File: src/rtl/quench_timer_pkg.sv
package quench_timer_pkg;
  typedef struct packed {
    logic load;
    logic dec;
    logic inc;
  } qtStrobe_t;
endpackage

File: src/rtl/quench_timer_dp.sv
module quench_timer_dp
  import quench_timer_pkg::*;
#(
  parameter int unsigned LEVEL_W = 8,
  parameter int unsigned PRELOAD = 120,
  parameter int unsigned UPPER   = 90,
  parameter int unsigned LOWER   = 30,
  parameter int unsigned STEP_DN = 3,
  parameter int unsigned STEP_UP = 4
) (
  input  logic      clk,
  input  logic      rstN,
  input  qtStrobe_t strb,
  output logic      hitLow,
  output logic      hitHigh
);
  localparam int unsigned WW = LEVEL_W + 1;
  localparam logic [WW-1:0] PRE_W = WW'(PRELOAD);
  localparam logic [WW-1:0] UP_W  = WW'(UPPER);
  localparam logic [WW-1:0] LO_W  = WW'(LOWER);
  localparam logic [WW-1:0] DN_S  = WW'(STEP_DN);
  localparam logic [WW-1:0] UP_S  = WW'(STEP_UP);

  logic [LEVEL_W-1:0] level;
  logic [WW-1:0] levelW, decTry, incRaw, incTry;

  assign levelW = {1'b0, level};

  // saturating candidates for both directions
  always_comb begin
    decTry = (levelW >= DN_S) ? levelW - DN_S : '0;
    incRaw = levelW + UP_S;
    incTry = (incRaw > PRE_W) ? PRE_W : incRaw;
  end

  assign hitLow  = (decTry <= LO_W);
  assign hitHigh = (incTry >= UP_W);

  always_ff @(posedge clk or negedge rstN) begin
    if (!rstN)          level <= PRE_W[LEVEL_W-1:0];
    else if (strb.load) level <= PRE_W[LEVEL_W-1:0];
    else if (strb.dec)  level <= decTry[LEVEL_W-1:0];
    else if (strb.inc)  level <= incTry[LEVEL_W-1:0];
  end
endmodule

File: src/rtl/quench_timer_ctrl.sv
module quench_timer_ctrl
  import quench_timer_pkg::*;
(
  input  logic      clk,
  input  logic      rstN,
  input  logic      clear,
  input  logic      runDir,
  input  logic      clkEn,
  input  logic      hitLow,
  input  logic      hitHigh,
  output qtStrobe_t strb,
  output logic      phaseFlag
);
  always_comb begin
    strb.load = clear;
    strb.dec  = !clear && clkEn && runDir;
    strb.inc  = !clear && clkEn && !runDir;
  end

  // hysteresis: set only on the way down, released only on the way up
  always_ff @(posedge clk or negedge rstN) begin
    if (!rstN)                    phaseFlag <= 1'b0;
    else if (strb.load)           phaseFlag <= 1'b0;
    else if (strb.dec && hitLow)  phaseFlag <= 1'b1;
    else if (strb.inc && hitHigh) phaseFlag <= 1'b0;
  end
endmodule

File: src/rtl/quench_timer.sv
module quench_timer
  import quench_timer_pkg::*;
#(
  parameter int unsigned LEVEL_W = 8,
  parameter int unsigned PRELOAD = 120,
  parameter int unsigned UPPER   = 90,
  parameter int unsigned LOWER   = 30,
  parameter int unsigned STEP_DN = 3,
  parameter int unsigned STEP_UP = 4
) (
  input  logic clk,
  input  logic rstN,
  input  logic clear,
  input  logic runDir,
  input  logic clkEn,
  output logic phaseFlag
);
  qtStrobe_t strb;
  logic hitLow, hitHigh;

  quench_timer_ctrl uCtrl (
    .clk(clk), .rstN(rstN), .clear(clear), .runDir(runDir), .clkEn(clkEn),
    .hitLow(hitLow), .hitHigh(hitHigh), .strb(strb), .phaseFlag(phaseFlag)
  );

  quench_timer_dp #(
    .LEVEL_W(LEVEL_W), .PRELOAD(PRELOAD), .UPPER(UPPER), .LOWER(LOWER),
    .STEP_DN(STEP_DN), .STEP_UP(STEP_UP)
  ) uDp (
    .clk(clk), .rstN(rstN), .strb(strb), .hitLow(hitLow), .hitHigh(hitHigh)
  );
endmodule

File: config.mk
export PLATFORM = sky130hd
export DESIGN_NAME = quench_timer
export DESIGN_NICKNAME = d
export VERILOG_FILES = /design/src/rtl/quench_timer_pkg.sv /design/src/rtl/quench_timer_dp.sv /design/src/rtl/quench_timer_ctrl.sv /design/src/rtl/quench_timer.sv
export SDC_FILE = /design/constraint.sdc
export NUM_CORES = 1
export LEC_CHECK = 0
export BUFFER_PORTS_ARGS = -buffer_cell sky130_fd_sc_hd__buf_2
export CORE_MARGIN = 2
export CORE_UTILIZATION = 53
export DETAILED_ROUTE_END_ITERATION = 16
export PLACE_DENSITY = 0.71
export SYNTH_ARGS = -nofsm -noshare
export SYNTH_HDL_FRONTEND = slang
export SYNTH_SLANG_ARGS = --single-unit
File: constraint.sdc
create_clock -name clk -period 2.55 [get_ports clk]
set_clock_uncertainty 0.05 [all_clocks]
set_input_delay 0.51 -clock clk [delete_from_list [all_inputs] [get_ports clk]]
set_output_delay 0.51 -clock clk [all_outputs]
set_load 0.01 [all_outputs]
# ---- Word level (Yosys, flattened, before mapping)
# Index checks and enable logic that the tools add are counted.
dict set report word_totals {
  ff_bits 9
  latchBits 0
  mem_bits_rw 0
  romBits 0
  inputBits 5
  output_inout_bits 1
  wordCells 25
  memories 0
}
dict set report op_classes {
  add_sub_neg 2
  mul 0
  div_mod_pow 0
  order_cmp 4
  n_eq_ne 0
  n_shift 0
  muxes 8
  n_bitwise 0
  reduce_logical 9
}
# operator count
set ops {}
lappend ops {{8-bit 2-to-1 mux} 3}
lappend ops {{9-bit 2-to-1 mux} 2}
lappend ops {{8-bit by 3-bit adder with 9-bit output, second input constant} 1}
lappend ops {{9-bit by 7-bit greater-or-equal comparator with 1-bit output, second input constant} 1}
lappend ops {{9-bit by 7-bit > comparator with 1-bit output, second input constant} 1}
lappend ops {{9-bit by 5-bit less-or-equal comparator with 1-bit output, second input constant} 1}
lappend ops {{8-bit by 2-bit subtractor with 9-bit output, second input constant} 1}
lappend ops {{8-bit by 2-bit greater-or-equal comparator with 1-bit output, second input constant} 1}
lappend ops {{3-bit nonzero test} 2}
lappend ops {{1-bit logical AND} 5}
lappend ops {{1-bit 2-to-1 mux} 3}
lappend ops {{1-bit logical NOT} 2}

# ---- Depth between registers and ports, before layout
# Gate-level depths: netlist of the first run.
dict set report logic_depth {
  ltp_word 8
  mapped_depth 8
  mapped_depth_nobuf 7
}

# ---- By module
# From an unflattened synthesis of the first run, not the netlist that was laid out.
dict set report unflattened {
  cells_unflattened 121
  area_unflattened_um2 980.9
}
# mod n_inst cells_per_inst area_per_inst_um2 seq_area_each_um2
set modules_own_cells {}
lappend modules_own_cells {quench_timer_dp 1 113 900.9 205.2}
lappend modules_own_cells {quench_timer_ctrl 1 8 80.1 25.0}

# ---- Worst setup path after synthesis of the first run
# Ideal clock, no wire load.
dict set report synth_timing {
  kind {flip-flop to flip-flop}
  startpoint {reg uDp.level[2]}
  endpoint {reg uCtrl.phaseFlag}
  setup_ns 0.126
  arrival_time_ns 1.959
  required_ns 2.374
  setup_slack_ns 0.415
  path_stages_with_launch 9
  n_path_buf 1
  period_less_slack_ns 2.135
  cell_sequence {dfrtp_1 buf_6 inv_1 ha_1 nor2b_1 nor3b_1 xnor2_1 a31o_1 a221o_1}
}
dict set report synth_via {
  elab_chain_len 6
  elab_cells_between_ends 13
  classes_between {2 x add/sub; 4 x order compare; 4 x mux; 3 x reduce/logical}
}
# element line
set synth_lines {}
lappend synth_lines {{start, declared} quench_timer_dp.sv:24} ;# logic [LEVEL_W-1:0] level;
lappend synth_lines {{start signal, assigned} quench_timer_dp.sv:40} ;# if (!rstN) level <= PRE_W[LEVEL_W-1:0];
lappend synth_lines {{start signal, assigned} quench_timer_dp.sv:41} ;# else if (strb.load) level <= PRE_W[LEVEL_W-1:0];
lappend synth_lines {{start signal, assigned} quench_timer_dp.sv:42} ;# else if (strb.dec) level <= decTry[LEVEL_W-1:0];
lappend synth_lines {{8-bit by 3-bit adder with 9-bit output (tied with other cells)} quench_timer_dp.sv:32} ;# incRaw = levelW + UP_S;
lappend synth_lines {{9-bit by 7-bit > comparator with 1-bit output / 9-bit 2-to-1 mux (equally long branches)} {quench_timer_dp.sv:33, quench_timer_dp.sv:31}}
lappend synth_lines {{9-bit 2-to-1 mux / 9-bit by 5-bit less-or-equal comparator with 1-bit output (equally long branches)} {quench_timer_dp.sv:33, quench_timer_dp.sv:36}}
lappend synth_lines {{9-bit by 7-bit greater-or-equal comparator with 1-bit output / 1-bit logical AND (equally long branches)} {quench_timer_dp.sv:37, quench_timer_ctrl.sv:24}}
lappend synth_lines {{1-bit logical AND / 1-bit 2-to-1 mux (equally long branches)} {quench_timer_ctrl.sv:25, quench_timer_ctrl.sv:24}}
lappend synth_lines {{3-bit nonzero test (no line) / 1-bit 2-to-1 mux (equally long branches)} n/a}
lappend synth_lines {{end signal, assigned} quench_timer_ctrl.sv:23} ;# else if (strb.load) phaseFlag <= 1'b0;
lappend synth_lines {{end signal, assigned} quench_timer_ctrl.sv:24} ;# else if (strb.dec && hitLow) phaseFlag <= 1'b1;
lappend synth_lines {{end signal, assigned} quench_timer_ctrl.sv:25} ;# else if (strb.inc && hitHigh) phaseFlag <= 1'b0;
lappend synth_lines {{end, declared} quench_timer_ctrl.sv:12} ;# output logic phaseFlag
# Parallel ways exist; a longest one is shown, timed or not.
# A chain may end at the register's enable or synchronous reset.

# ---- Final worst setup path of the first run
# Ends and elaborated chain as after synthesis.

==> flow_metrics.env, run 1 <==
export IMPL_outcome="complete, no violations"
export IMPL_vias=867
export IMPL_path_delay_family="simple AND/OR/NAND/NOR gates"
export IMPL_holdWs_ns=0.0540
export IMPL_dpl_hpwl_mm=1.60
export IMPL_critPathRequiredTime_ns=2.63
export IMPL_cpPeakStageDelay_ns=0.50
export IMPL_clock_sinks=9
export IMPL_leakagePower_uw=0.000406
export IMPL_rsz0062_at_grt="no"
export IMPL_met2_usage_pct=36.1
export IMPL_dr_first_iter_drc_count=32
export IMPL_drt_wl_total_mm=2.14
export IMPL_postCtsHoldBufs=0
export IMPL_setup_tns_ns=0
export IMPL_ys_warn_count=0
export IMPL_gp_congestion=0.932
export IMPL_met1_usage_pct=32.9
export IMPL_ys_types=43
export IMPL_finish_instance_area_um2=961
export IMPL_rr_endpoint="uCtrl.phaseFlag"
export IMPL_cts_tree="yes"
export IMPL_drc=0
export IMPL_cts_buffers=3
export IMPL_hold_viol_final=0
export IMPL_nets=124
export IMPL_grt_pass1_vias=779
export IMPL_peakVddDrop_v=0.000373
export IMPL_io_buffer_count=5
export IMPL_synth_avg_cell_area_um2=8.39
export IMPL_r2r_cells=7
export IMPL_synth_ff_latch_count=9
export IMPL_fin_crit_sh_pct=93.1
export IMPL_reg2reg_slack_ns=0.18
export IMPL_grt_max_degree=16
export IMPL_worstSetupEndpointType="flip-flop"
export IMPL_core_mm2=0.00169
export IMPL_synth_edf_count=0
export IMPL_max_freq_mhz=421
export IMPL_netlist_area_um2=923
export IMPL_max_slew_margin_pct=69.2
export IMPL_finalCriticalPeriod_ns=2.37
export IMPL_track_usage_pct=23.3
export IMPL_met3_usage_pct=4.76
export IMPL_wl_per_cell_um=16.4
export IMPL_final_cells=130
export IMPL_synthArstFlopShare_pct=100
export IMPL_clkLatencyLatePin_ns=0.27
export IMPL_yosys_most_used_dff="dfrtp_1"
export IMPL_worst_pin_slew_ns=0.462
export IMPL_mappedNetlistNets=120
export IMPL_fin_util_pct=56.9
export IMPL_die_area_mm2=0.00209
export IMPL_cap_viol_max_count=0
export IMPL_crit_slowest_cell="dfrtp_1"
export IMPL_drtPass1Iterations=5
export IMPL_hold_path_class="input pin to async pin"
export IMPL_synthCells=110
export IMPL_arrival_ns=2.46
export IMPL_p_per_area_mw_per_mm2=657
export IMPL_die_x_um=45.7
export IMPL_cts_path_max_buffers=2
export IMPL_cts_resized=0
export IMPL_areaGrowthSynthToFinish_pct=4.07
export IMPL_ant_nets=0
export IMPL_gr_total_overflow=0
export IMPL_clk_pin_slew_ns=0.06
export IMPL_crit_chain="inv_1 -> ha_1 -> nor2b_1 -> nor3b_1 -> xnor2_1 -> a31o_1 -> a221o_1"
export IMPL_post_place_cells=126
export IMPL_n_antenna_cell=0
export IMPL_postCtsSetupBuffers=0
export IMPL_path_max_fanout=11
export IMPL_drv_slew=0
export IMPL_start_util_pct=54.7
export IMPL_ctsHtreeMaxLevel=1
export IMPL_setup_violations=0
export IMPL_gr_max_usage_layer="met2"
export IMPL_timing_rr_start="uDp.level[2]"
export IMPL_rows=15
export IMPL_dieHeight_um=45.7
export IMPL_fillers=149
export IMPL_path_class="flip-flop to flip-flop"
export IMPL_antenna_found_initial=0
export IMPL_start_kind="flip-flop"
export IMPL_drive_gt1_share_pct=16.8
export IMPL_grt_pass1_wl_mm=3.54
export IMPL_viasPerCell=6.67
export IMPL_path_buf_inv=1
export IMPL_io_pins=6
export IMPL_root_buffer="clkbuf_4"
export IMPL_synth_seq_area_share_pct=24.9
export IMPL_dpl_cell_area_um2=935
-- worst register-to-register path, cell delays in order (launching register included) --
cell and delay [ns]:
dfrtp_1 0.50, inv_1 0.13, ha_1 0.21, nor2b_1 0.30
nor3b_1 0.43, xnor2_1 0.11, a31o_1 0.22, a221o_1 0.30
-- layer usage --
layer | vias to the layer above | wire length [um]
li1 | 417 | -
met1 | 406 | 983
met2 | 34 | 991
met3 | 10 | 110
met4 | 0 | 49
met5 | - | 0
-- final cells by class --
| type | instances | area [um^2] | area share [%] |
|---|---|---|---|
| timing repair buffer | 6 | 32.5 | 3.39 |
| tap | 17 | 21.3 | 2.21 |
| inverter | 7 | 26.3 | 2.73 |
| sequential | 9 | 230 | 24.0 |
| multi-input combinational | 87 | 624 | 65.0 |
| clock buffer | 4 | 26.3 | 2.73 |
-- layout by cell type, fill, tap and decap left out, types with 2 or more instances in the layout --
cell      n
a21oi_1   6
a221o_1   2
a31o_2    2
and3b_1   3
buf_2     5
clkbuf_4  3
dfrtp_1   5
dfstp_2   4
ha_1      5
inv_1     7
mux2i_1   2
nand2_1   8
nand3_1   4
nor2_1    7
nor2b_1   2
nor3_1    7
o21ai_0   5
o221a_1   2
o311a_1   2
or2_2     2
or3_1     3
xnor2_1   4
xor2_1    2
-- how the worst max path moves through the flow --
stage	slack, ns	cells past startpoint	start	to
6_report	0.18	7	uDp.level[2]	uCtrl.phaseFlag
4_1_cts	0.19	7	uDp.level[2]	uCtrl.phaseFlag
5_1_grt	0.02	7	uDp.level[2]	uCtrl.phaseFlag
3_5_place_dp	0.20	7	uDp.level[2]	uCtrl.phaseFlag
3_3_place_gp	0.25	7	uDp.level[2]	uCtrl.phaseFlag
2_1_floorplan	0.42	8	uDp.level[2]	uCtrl.phaseFlag
-- cells in the mapped netlist (2+ instances only) --
cell type | instances | area share, %
inv_1 | 7 | 2.8
xnor2_1 | 4 | 3.8
nor2b_1 | 2 | 1.4
dfstp_2 | 4 | 11
xor2_1 | 2 | 1.9
o311a_1 | 2 | 2.2
clkbuf_1 | 4 | 1.6
mux2i_1 | 2 | 2.2
nand2_1 | 8 | 3.3
a21oi_1 | 6 | 3.3
a221o_1 | 2 | 2.2
or2_2 | 2 | 1.4
and3b_1 | 3 | 2.8
nand3_1 | 4 | 2.2
o21ai_0 | 5 | 2.7
o221a_1 | 2 | 2.4
or3_1 | 3 | 2.0
nor3_1 | 7 | 3.8
dfrtp_1 | 5 | 14
ha_1 | 5 | 6.8
buf_6 | 2 | 2.4
nor2_1 | 7 | 2.8
a31o_2 | 2 | 1.9
-- where the power goes --
group / internal, uW / total [uW] / leakage, uW / switching, uW
Combinational: 127 / 289 / 0.000281 / 163
Sequential: 170 / 225 / 0.000109 / 54.9
Clock: 60.2 / 117 / 0.0000150 / 56.8
-- kinds of logic (layout without fill, tap and decap cells) --
group                    Yosys count  count (layout)  synth area share [%]
AND/OR/NAND/NOR                   42              42                  24.5
AO/OA/AOI/OAI                     32              32                  28.5
buffers and inverters             14              17                  7.45
flip-flops                         9               9                  24.9
XOR/XNOR                           6               6                  5.69
adder cells (fa/ha/maj)            5               5                  6.78
multiplexers                       2               2                  2.17
-- sequential cells by signal, indices dropped and copies added, names as in the netlist --
name / count
uCtrl.phaseFlag: 1
uDp.level: 8
-- through the flow --
| stage | power [uW] | setup slack (ns) |
|---|---|---|
| final | 632 | 0.175 |
| after global routing | 680 | 0.0244 |
| after CTS | 628 | 0.190 |
| after detailed placement | 511 | 0.203 |
| after global placement | 509 | 0.255 |
| after floorplan | 456 | 0.415 |
(Power assumes the default switching activity.)
==> inputs of run 2 (changes only) <==
- CORE_MARGIN: 2 -> default
==> run 2 against run 1 <==
Against the previous run: count of clock-buffer cells in the layout stayed put; routed wire length is 8.7% higher; cell count stayed put; flip-flop and latch count stayed put; sequential share of layout area is 0.28 points lower; sequential power is 2% lower; die area is 8.6% lower; fmax is 1.4% higher; combinational power is 6.9% higher; worst hold slack worse by 0.024 ns; critical path type unchanged; critical endpoint unchanged; largest cell class unchanged.
==> flow_metrics.env, run 2 (synthesis results as in run 1) <==
export IMPL_rsz0062_at_grt="no"
export IMPL_wl_per_cell_um=17.9
export IMPL_cts_tree="yes"
export IMPL_nets=125
export IMPL_core_mm2=0.00156
export IMPL_fin_crit_sh_pct=91.8
export IMPL_setup_tns_ns=0
export IMPL_fillers=130
export IMPL_clock_sinks=9
export IMPL_n_antenna_cell=0
export IMPL_gp_congestion=0.947
export IMPL_post_place_cells=126
export IMPL_path_max_fanout=8
export IMPL_grt_pass1_vias=795
export IMPL_final_cells=130
export IMPL_outcome="complete, no violations"
export IMPL_largest_register_ffs=8
export IMPL_dpl_hpwl_mm=1.72
export IMPL_areaGrowthSynthToFinish_pct=5.28
export IMPL_drt_wl_total_mm=2.32
export IMPL_clk_pin_slew_ns=0.07
export IMPL_mostFrequentLayoutCell="nand2_1"
export IMPL_timing_rr_start="uDp.level[3]"
export IMPL_fin_util_pct=62.4
export IMPL_drive_gt1_share_pct=18.4
export IMPL_track_usage_pct=28.1
export IMPL_cap_viol_max_count=0
export IMPL_regArea_um2=230
export IMPL_worst_pin_slew_ns=0.433
export IMPL_gr_total_overflow=0
export IMPL_drtPass1Iterations=4
export IMPL_viasPerCell=6.88
export IMPL_ctsHtreeMaxLevel=1
export IMPL_cts_buffers=3
export IMPL_rr_endpoint="uCtrl.phaseFlag"
export IMPL_crit_chain="ha_1 -> and3b_1 -> o2111ai_1 -> nand4_1 -> o311a_1 -> a221o_1"
export IMPL_p_per_area_mw_per_mm2=667
export IMPL_max_freq_mhz=427
export IMPL_start_util_pct=59.2
export IMPL_start_kind="flip-flop"
export IMPL_finalCriticalPeriod_ns=2.34
export IMPL_die_area_mm2=0.00191
export IMPL_max_slew_margin_pct=70.4
export IMPL_cpPeakStageDelay_ns=0.60
export IMPL_reg_largest_list="uDp.level (8), uCtrl.phaseFlag (1)"
export IMPL_io_pins=6
export IMPL_hold_path_class="input pin to async pin"
export IMPL_leakagePower_uw=0.000411
export IMPL_multiInputGateArea_um2=629
export IMPL_r2r_cells=6
export IMPL_worstSetupEndpointType="flip-flop"
export IMPL_die_x_um=43.7
export IMPL_arrival_ns=2.45
export IMPL_crit_slowest_cell="dfstp_2"
export IMPL_reg2reg_slack_ns=0.21
export IMPL_cts_path_max_buffers=2
export IMPL_dr_first_iter_drc_count=58
export IMPL_root_buffer="clkbuf_4"
export IMPL_clkLatencyLatePin_ns=0.27
export IMPL_critPathRequiredTime_ns=2.66
export IMPL_drv_slew=0
export IMPL_path_class="flip-flop to flip-flop"
export IMPL_path_delay_family="compound AO/OA/AOI/OAI gates"
export IMPL_grt_pass1_wl_mm=3.78
export IMPL_io_buffer_count=5
export IMPL_top_register="uDp.level"
export IMPL_grt_max_degree=15
export IMPL_postCtsHoldBufs=0
export IMPL_setup_violations=0
export IMPL_dieHeight_um=43.7
export IMPL_drc=0
export IMPL_hold_viol_final=0
export IMPL_antenna_found_initial=0
export IMPL_ant_nets=0
export IMPL_path_buf_inv=0
export IMPL_layout_common_cells="nand2_1, inv_1, nor3_1, nor2_1, a21oi_1"
export IMPL_peakVddDrop_v=0.000481
export IMPL_vias=895
export IMPL_rows=14
[run 2: cell count changes in the layout (fill, tap and decap cells not counted), sizes merged]
cell / previous run / this run
buf: 6 / 7
[run 2: repair_timing]
| item | CTS | global route |
|---|---|---|
| setup endpoints to repair | 0 | 1 |
| gates resized for setup | 0 | 1 |
| setup buffers | 0 | 0 |
[run 2: area by class of cell]
| cell class | instances | share of cell area, % |
|---|---|---|
| tap | 16 | 2.06 |
| timing repair buffer | 7 | 4.12 |
| inverter | 7 | 2.70 |
| sequential | 9 | 23.7 |
| clock buffer | 4 | 2.70 |
| multi-input combinational | 87 | 64.7 |
[run 2: how the worst max path moves through the flow]
stage | start | endpoint | slack [ns] | cells after the start
6_report | uDp.level[3] | uCtrl.phaseFlag | 0.21 | 6
5_1_grt | uDp.level[3] | uCtrl.phaseFlag | 0.13 | 6
4_1_cts | uDp.level[2] | uCtrl.phaseFlag | 0.19 | 7
3_5_place_dp | uDp.level[2] | uCtrl.phaseFlag | 0.21 | 7
3_3_place_gp | uDp.level[2] | uCtrl.phaseFlag | 0.27 | 7
2_1_floorplan | uDp.level[2] | uCtrl.phaseFlag | 0.42 | 8
[run 2: through the flow]
stage / hold slack (ns) / cell area, um^2 / total power, uW / setup WS (ns)
2_1_floorplan: 0.164 / 923 / 456 / 0.415
3_3_place_gp: 0.323 / 941 / 505 / 0.271
3_5_place_dp: 0.327 / 941 / 517 / 0.214
4_1_cts: 0.0409 / 967 / 639 / 0.193
5_1_grt: 0.0325 / 972 / 692 / 0.131
6_report: 0.0303 / 972 / 648 / 0.208
[run 2: power by group]
| part | internal, uW | leakage, uW | switching, uW |
|---|---|---|---|
| sequential | 170 | 0.000109 | 49.5 |
| combinational | 129 | 0.000286 | 181 |
| clock | 60.6 | 0.0000150 | 58.2 |
| total | 360 | 0.000411 | 288 |
[run 2: per-layer routing]
layer / wire length, um / up-vias / track usage, %
met1: 904 / 414 / 37.0
met2: 1150 / 53 / 45.4
li1: - / 419 / -
met4: 61 / 0 / 15.6
met3: 201 / 9 / 2.50
met5: 0 / - / 0
==> inputs of run 3 (changes only) <==
- CORE_MARGIN: default -> 4
- clock period: 2.55 -> 2.19 ns (I/O delays scaled with it)
==> run 3 against run 2 <==
Against the previous run: critical path depth is 1 higher; clock power rose by 15%; power is 33% higher; utilization is 5.3 points higher; design area grew 9.7%; global-route usage shrank 6.6 points; flip-flop and latch count did not move.
==> flow_metrics.env, run 3 (synthesis results as in run 1) <==
export IMPL_leakagePower_uw=0.000453
export IMPL_gr_total_overflow=0
export IMPL_io_buffer_count=5
export IMPL_hold_path_class="input pin to flip-flop"
export IMPL_drt_wl_total_mm=2.52
export IMPL_clkLatencyLatePin_ns=0.27
export IMPL_worstSetupEndpointType="flip-flop"
export IMPL_power_frac_seq_pct=28.0
export IMPL_p_total_uw=861
export IMPL_rsz0062_at_grt="yes"
export IMPL_setup_violations=0
export IMPL_gp_congestion=0.885
export IMPL_drc=0
export IMPL_wl_per_cell_um=18.1
export IMPL_max_slew_margin_pct=71.3
export IMPL_dieHeight_um=49.7
export IMPL_path_class="flip-flop to flip-flop"
export IMPL_start_kind="flip-flop"
export IMPL_drv_slew=0
export IMPL_combPwrFrac_pct=56.1
export IMPL_p_sw_uw=363
export IMPL_die_area_mm2=0.00247
export IMPL_largest_register_ffs=8
export IMPL_grt_pass1_vias=834
export IMPL_die_x_um=49.7
export IMPL_peakVddDrop_v=0.000565
export IMPL_n_antenna_cell=0
export IMPL_vias=920
export IMPL_start_util_pct=58.6
export IMPL_final_cells=139
export IMPL_finalCriticalPeriod_ns=2.17
export IMPL_viasPerCell=6.62
export IMPL_dr_first_iter_drc_count=46
export IMPL_critPathRequiredTime_ns=2.30
export IMPL_core_mm2=0.00158
export IMPL_grt_pass1_wl_mm=4.04
export IMPL_ant_nets=0
export IMPL_cts_path_max_buffers=2
export IMPL_drtPass1Iterations=4
export IMPL_dpl_hpwl_mm=1.81
export IMPL_power_internal_uw=499
export IMPL_io_pins=6
export IMPL_cts_buffers=3
export IMPL_fin_crit_sh_pct=99.2
export IMPL_worst_pin_slew_ns=0.430
export IMPL_drive_gt1_share_pct=26.0
export IMPL_p_per_area_mw_per_mm2=808
export IMPL_clock_sinks=9
export IMPL_path_max_fanout=7
export IMPL_max_freq_mhz=460
export IMPL_antenna_found_initial=0
export IMPL_switching_share_pct=42.1
export IMPL_track_usage_pct=21.6
export IMPL_post_place_cells=134
export IMPL_root_buffer="clkbuf_4"
export IMPL_postCtsSetupBuffers=0
export IMPL_arrival_ns=2.28
export IMPL_grt_max_degree=12
export IMPL_areaGrowthSynthToFinish_pct=15.4
export IMPL_rows=14
export IMPL_cts_tree="yes"
export IMPL_mostFrequentLayoutCell="buf_4"
export IMPL_clock_power_share_pct=15.9
export IMPL_layout_common_cells="buf_4, nand2_1, inv_1, nor3_1, nor2_1"
export IMPL_hold_viol_final=0
export IMPL_top_register="uDp.level"
export IMPL_reg_largest_list="uDp.level (8), uCtrl.phaseFlag (1)"
export IMPL_cap_viol_max_count=0
export IMPL_nets=134
export IMPL_clk_pin_slew_ns=0.07
export IMPL_ctsHtreeMaxLevel=1
export IMPL_outcome="complete, no violations"
## run 3: per-stage QoR
stage / TNS [ns] / worst slack, ns / cell area (um^2) / hold slack (ns) / util [%]
2_1_floorplan: 0 / 0.0554 / 923 / 0.0924 / -
3_3_place_gp: -0.0709 / -0.0709 / 1000 / 0.257 / 63.5
3_5_place_dp: -0.104 / -0.104 / 1000 / 0.262 / 63.5
4_1_cts: 0 / 0.0111 / 1040 / 0.358 / 66.1
5_1_grt: -0.123 / -0.0483 / 1070 / 0.379 / 67.6
6_report: 0 / 0.0168 / 1070 / 0.369 / 67.6
## run 3: worst paths after layout
check                             start              end  slack [ns]  cells after the start
setup / recovery           uDp.level[2]  uCtrl.phaseFlag        0.02                      7
hold / removal                    clear     uDp.level[0]        0.37                      2
setup reg to reg           uDp.level[2]  uCtrl.phaseFlag        0.02                      7
hold reg to reg            uDp.level[7]     uDp.level[7]        0.59                      2
max in group asynchronous          rstN     uDp.level[3]        1.30                      2
min in group asynchronous          rstN  uCtrl.phaseFlag        0.52                      2
## run 3: power by group through the flow
stage	sequential, uW	clock, uW	combinational, uW
detailed placement	242	0	438
global route	244	150	525
finish	241	137	483
global placement	240	0	432
CTS	239	143	441
floorplan	223	0	309
## run 3: critical path: stages, from the launching register on
cell     delay (ns)
dfrtp_1        0.46
ha_1           0.28
buf_4          0.15
nand2_1        0.12
a31o_2         0.17
nand4_1        0.18
o311a_1        0.41
a221o_1        0.26
## run 3: final cells by class
cell class	count	area (um^2)
clock buffers	4	26.3
fillers	130	510
inverters	7	26.3
multi-input cells	87	653
flip-flops and latches	9	230
well taps	16	20.0
repair buffers	16	110
## run 3: metal layers
metal | wire, um | vias to the layer above | global-route usage [%] | share of wire, %
li1 | - | 440 | - | -
met1 | 1160 | 432 | 30.3 | 46
met2 | 1100 | 41 | 32.6 | 44
met3 | 202 | 7 | 3.61 | 8.0
met4 | 53 | 0 | 8.29 | 2.1
met5 | 0 | - | 0 | 0
## run 3: timing repair
| item | 4_1_cts | 5_1_grt |
|---|---|---|
| gates resized for setup | 1 | 5 |
| hold buffers | 1 | 0 |
| endpoints found under the hold margin | 5 | 0 |
| endpoints found under the setup margin | 1 | 8 |
| pin swaps | 0 | 2 |
